==> src/rtl/god_pkg.sv <==
package god_pkg;

    // Per-group disable state
    typedef enum logic {
        GRP_PASS = 1'b0,
        GRP_KILL = 1'b1
    } grp_state_e;

    // Configuration word field positions (decoded by the register file)
    localparam int CFG_W       = 2;
    localparam int CFG_ARM_BIT = 0;
    localparam int CFG_POL_BIT = 1;

    typedef struct packed {
        logic pol;
        logic arm;
    } ch_cfg_t;

endpackage

==> src/rtl/god_sync.sv <==
module god_sync #(
    parameter int W      = 4,
    parameter int STAGES = 2
) (
    input  logic         clk,
    input  logic         rst_n,
    input  logic [W-1:0] d,
    output logic [W-1:0] q
);

    logic [STAGES-1:0][W-1:0] stg_q;

    always_ff @(posedge clk or negedge rst_n) begin
        if (!rst_n) begin
            stg_q <= '0;
        end else begin
            stg_q[0] <= d;
            for (int s = 1; s < STAGES; s++) begin
                stg_q[s] <= stg_q[s-1];
            end
        end
    end

    assign q = stg_q[STAGES-1];

endmodule

==> src/rtl/god_cfg_regs.sv <==
module god_cfg_regs
    import god_pkg::*;
#(
    parameter int NUM_CH = 32,
    localparam int ADDR_W = (NUM_CH > 1) ? $clog2(NUM_CH) : 1
) (
    input  logic              clk,
    input  logic              rst_n,
    input  logic              wr_en,
    input  logic [ADDR_W-1:0] wr_addr,
    input  logic [CFG_W-1:0]  wr_data,
    output logic [NUM_CH-1:0] arm,
    output logic [NUM_CH-1:0] pol
);

    ch_cfg_t cfg_q [NUM_CH];

    always_ff @(posedge clk or negedge rst_n) begin
        if (!rst_n) begin
            for (int i = 0; i < NUM_CH; i++) begin
                cfg_q[i] <= '0;
            end
        end else if (wr_en) begin
            for (int i = 0; i < NUM_CH; i++) begin
                if (wr_addr == ADDR_W'(i)) begin
                    cfg_q[i].arm <= wr_data[CFG_ARM_BIT];
                    cfg_q[i].pol <= wr_data[CFG_POL_BIT];
                end
            end
        end
    end

    for (genvar i = 0; i < NUM_CH; i++) begin : g_out
        assign arm[i] = cfg_q[i].arm;
        assign pol[i] = cfg_q[i].pol;
    end

endmodule

==> src/rtl/god_group_fsm.sv <==
module god_group_fsm
    import god_pkg::*;
(
    input  logic clk,
    input  logic rst_n,
    input  logic trip_req,
    output logic kill
);

    grp_state_e state_q, state_d;

    // State register
    always_ff @(posedge clk or negedge rst_n) begin
        if (!rst_n) begin
            state_q <= GRP_PASS;
        end else begin
            state_q <= state_d;
        end
    end

    // Transitions: trip (PASS->KILL), release (KILL->PASS)
    always_comb begin
        state_d = state_q;
        unique case (state_q)
            GRP_PASS: if (trip_req)  state_d = GRP_KILL;
            GRP_KILL: if (!trip_req) state_d = GRP_PASS;
            default:  state_d = GRP_PASS;
        endcase
    end

    // Outputs
    always_comb begin
        kill = (state_q == GRP_KILL);
    end

endmodule

==> src/rtl/god_pin_mux.sv <==
module god_pin_mux #(
    parameter int NUM_GROUPS = 4,
    parameter int GROUP_SIZE = 8,
    localparam int NUM_CH = NUM_GROUPS * GROUP_SIZE
) (
    input  logic [NUM_CH-1:0]     ch_out,
    input  logic [NUM_GROUPS-1:0] kill,
    input  logic [NUM_CH-1:0]     arm,
    input  logic [NUM_CH-1:0]     pol,
    output logic [NUM_CH-1:0]     pin
);

    for (genvar i = 0; i < NUM_CH; i++) begin : g_ch
        localparam int GRP = i / GROUP_SIZE;
        logic forced;
        assign forced = kill[GRP] & arm[i];
        assign pin[i] = forced ? ~pol[i] : ch_out[i];
    end

endmodule

==> src/rtl/grp_out_disable.sv <==
module grp_out_disable
    import god_pkg::*;
#(
    parameter int NUM_GROUPS  = 4,
    parameter int GROUP_SIZE  = 8,
    parameter int SYNC_STAGES = 2,
    localparam int NUM_CH = NUM_GROUPS * GROUP_SIZE,
    localparam int ADDR_W = (NUM_CH > 1) ? $clog2(NUM_CH) : 1
) (
    input  logic                  clk,
    input  logic                  rst_n,
    input  logic [NUM_CH-1:0]     ch_out,
    input  logic [NUM_GROUPS-1:0] dis_in,
    input  logic                  wr_en,
    input  logic [ADDR_W-1:0]     wr_addr,
    input  logic [CFG_W-1:0]      wr_data,
    output logic [NUM_CH-1:0]     pin
);

    logic [NUM_GROUPS-1:0] dis_sync;
    logic [NUM_GROUPS-1:0] grp_kill;
    logic [NUM_CH-1:0]     cfg_arm;
    logic [NUM_CH-1:0]     cfg_pol;

    god_sync #(
        .W      (NUM_GROUPS),
        .STAGES (SYNC_STAGES)
    ) u_sync (
        .clk   (clk),
        .rst_n (rst_n),
        .d     (dis_in),
        .q     (dis_sync)
    );

    for (genvar g = 0; g < NUM_GROUPS; g++) begin : g_grp
        god_group_fsm u_fsm (
            .clk      (clk),
            .rst_n    (rst_n),
            .trip_req (dis_sync[g]),
            .kill     (grp_kill[g])
        );
    end

    god_cfg_regs #(
        .NUM_CH (NUM_CH)
    ) u_cfg (
        .clk     (clk),
        .rst_n   (rst_n),
        .wr_en   (wr_en),
        .wr_addr (wr_addr),
        .wr_data (wr_data),
        .arm     (cfg_arm),
        .pol     (cfg_pol)
    );

    god_pin_mux #(
        .NUM_GROUPS (NUM_GROUPS),
        .GROUP_SIZE (GROUP_SIZE)
    ) u_mux (
        .ch_out (ch_out),
        .kill   (grp_kill),
        .arm    (cfg_arm),
        .pol    (cfg_pol),
        .pin    (pin)
    );

endmodule

==> config.mk <==
export PLATFORM = sky130hd
export DESIGN_NAME = grp_out_disable
export DESIGN_NICKNAME = d
export VERILOG_FILES = /design/src/rtl/god_pkg.sv /design/src/rtl/god_sync.sv /design/src/rtl/god_cfg_regs.sv /design/src/rtl/god_group_fsm.sv /design/src/rtl/god_pin_mux.sv /design/src/rtl/grp_out_disable.sv
export SDC_FILE = /design/constraint.sdc
export NUM_CORES = 1
export LEC_CHECK = 0
export BUFFER_PORTS_ARGS = -buffer_cell sky130_fd_sc_hd__buf_2
export CORE_AREA = 2 2 86 88
export DETAILED_ROUTE_END_ITERATION = 8
export DIE_AREA = 0 0 88 90
export GPL_TIMING_DRIVEN = 0
export PLACE_DENSITY = 0.73
export SYNTH_ARGS = -nofsm -noshare
export SYNTH_HDL_FRONTEND = slang
export SYNTH_SLANG_ARGS = --single-unit
==> constraint.sdc <==
create_clock -name clk -period 1.3 [get_ports clk]
set_input_delay 0.26 -clock clk [delete_from_list [all_inputs] [get_ports clk]]
set_output_delay 0.26 -clock clk [all_outputs]
set_load 0.03 [all_outputs]
==> results.md <==
- Outcome: finished with violations
- Violated checks: negative setup slack
- Critical path arrival: 1.26 ns
- Antenna diodes: 0
- CP required: 1.04 ns
- Via count: 2458
- Initial Util: 0.484
- Core Region: between 7000 and 8000 um2
- Clk_lat worst skew: ~0.34 ns
- CP Launch Type: register
- Worst Skew: between 0.0005 and 0.0006 ns
- DR WL/cell: 15.4 um
- Worst-path clk slew: around 0.08 ns
- Post-Synthesis Cells: 294
- Met3 Wirelength: ~260 um
- Root buffer cell: clkbuf_8
- Fin crit share: 1.17
- Yosys reg bits: 76
- WL final: 7450 um
- Syn. warnings: 0
- # rows: 31
- Fmax achieved: ~0.66 GHz
- Vias in the first global route: about 2600
- Placed Cells: 468
- Uppermost layer routed: met4
- DR iter-0 viols: approximately 120
- Synth Area in XOR/XNOR: 0
- Cells on worst reg2reg path: 1
- Peak VDD IR: 0.000755 V
- Num CTS Buffers: 9
- Routed Antenna Nets: 0
- Routed met1 length: 3310 um
- Type of the tightest min-delay check: primary input to register
- DRC errors left: 0
- Compound-Gate Fraction of Synth Area: 0.0471
- Synthesized area: ~3400 um2
- Max-slew violation count: 0
- Final hold slack: between 0.02 and 0.025 ns
- Distinct cells, synth: 17
- Share of layout cells above drive strength 1: 0.652
- TritonRoute pass-1 iters: 4
- Max Cap Viol: 0
- Deepest clock path buffer count: 2
- Setup Slack @ Placement: -0.227 ns
- H-tree depth: 3
- Part of the Yosys area used for sequential elements: 0.560
- Syn Area/Cell: 11.6 um2
- Die height: 90 um
- DR WL met2: around 3800 um
- Synth Net Count: 340
- Chip Width: roughly 88 um
- Largest net degree at the start of global routing: between 70 and 80
- R2R setup slack: 0.45 ns
- Final cell count without fillers: around 480
- First-pass GRT wire length: 12200 um
- # IOs: 78
- Adder-cell share of the synthesized area: 0
- Most common cell after layout, fill and taps aside: dfrtp_1
- Worst hold stages: 1
- Initial antenna violation count: 0
- Gr usage total: 0.199
- Nets: ~430
- Clock Sinks: 76
- RSZ-0062 raised after global routing: true
- Tmin final: roughly 1.5 ns
- Layout Area Growth over Synthesis: 36.6%
- Crit end category: output pin
- Crit path kind: register to output pin
- Pwr/cell area: 1380 nW/um2
- Largest family of logic cells by synthesized area: multiplexers
- Fill count: between 500 and 600
- Final Wtd Congestion: roughly 0.75
- Gr ovfl total: 0
- Final worst slack: -0.221 ns
- Rel. slew slack: 0.373
- Worst Tran Pin Value: ~0.94 ns
- CTS tree: done
- Die area: between 7000 and 8000 um2
- LEAKAGE: about 2.2 nW
- Via density: between 5 and 6
- Final setup viols: 32
- Post-synthesis simple-gate area fraction: 0.161
- Hpwl dp: between 5000 and 6000 um
- Mux share of post-synthesis cell area: 0.219
- Max FO, Critical Path: 8
- IO Port Bufs: 75
- Commonest non-fill, non-tap cells in the layout: dfrtp_1, mux2_2, buf_2, nand2_1, o21ai_2
- Fin. Hold Viols: 0
- Quantity of hold-fixing buffers added after cts: 0
-- through the flow --
stage	utilization	cell area (um2)	setup TNS, ns	power (mW)
2_1_floorplan	-	3520	0	3.97
3_3_place_gp	0.572	4020	-41.33	4.29
3_5_place_dp	0.573	4020	-10.69	4.36
4_1_cts	0.651	4570	-6.23	6.42
5_1_grt	0.661	4640	-7.99	6.74
6_report	0.661	4640	-6.03	6.42
-- flip-flops by register name (all words and copies together) (netlist names) --
signal,count
u_sync.q,4
u_cfg.arm,32
u_cfg.pol,32
u_sync.stg_q,4
g_grp.u_fsm.kill,4
-- path summary, 6_finish.rpt --
path	startpoint	end
setup / recovery	g_grp[3].u_fsm.kill$_DFF_PN0_	pin[28]
hold / removal	dis_in[0]	u_sync.stg_q[0]$_DFF_PN0_
setup reg to reg	u_cfg.arm[9]$_DFFE_PN0P_	u_cfg.arm[9]$_DFFE_PN0P_
hold reg to reg	u_sync.stg_q[3]$_DFF_PN0_	u_sync.q[3]$_DFF_PN0_
max in group asynchronous	rst_n	g_grp[3].u_fsm.kill$_DFF_PN0_
min in group asynchronous	rst_n	u_sync.q[2]$_DFF_PN0_
-- cell families after synthesis --
group / after synthesis
mux: 64
buf+inv: 12
simple gates: 110
compound gates: 32
flops: 76
-- metal layers --
layer,vias up,global-route usage
met2,55,0.321
met3,11,0.0331
met5,-,0
li1,1175,-
met4,0,0.0667
met1,1217,0.271
-- synth_stat cells --
cell	n	area share
buf_2	2	0.0029
clkbuf_1	10	0.011
dfrtp_1	76	0.56
nand2_1	77	0.085
nand2b_1	2	0.0037
nor2_1	13	0.014
o21ai_0	32	0.047
and4bb_4	3	0.014
nor3_2	4	0.012
mux2_2	58	0.19
and2b_1	1	0.0022
and2b_4	3	0.0088
nor2b_1	2	0.0037
mux2_4	6	0.027
nand4_1	1	0.0018
nand4b_1	3	0.0077
nor4b_4	1	0.0070
-- cell type report --
| type | instances | area, um2 | share of cell area |
|---|---|---|---|
| flip-flops and latches | 76 | 1910 | 0.411 |
| clock buffers | 10 | 138 | 0.0297 |
| plain buffers | 8 | 32.5 | 0.00701 |
| well taps | 99 | 124 | 0.0267 |
| multi-input cells | 206 | 1770 | 0.382 |
| repair buffers | 79 | 606 | 0.130 |
| clock inverters | 6 | 63.8 | 0.0138 |
-- critical path, cell delays in order (launching register included) --
cell     delay [ns]
dfrtp_2        0.50
nand2_2        0.10
nand2_1        0.10
o21ai_2        0.06
buf_4          0.16
-- power by group --
part / total (mW) / internal (mW) / switching [mW]
registers: 3.11 / 2.77 / 0.335
logic: 1.53 / 0.763 / 0.764
clock network: 1.79 / 0.935 / 0.855
-- timing repair --
action	CTS	global route
pin swaps	17	10
resized for setup	105	20
buffers inserted	4	0
setup endpoints to repair	32	32
Power figures use the tool's default switching activity.
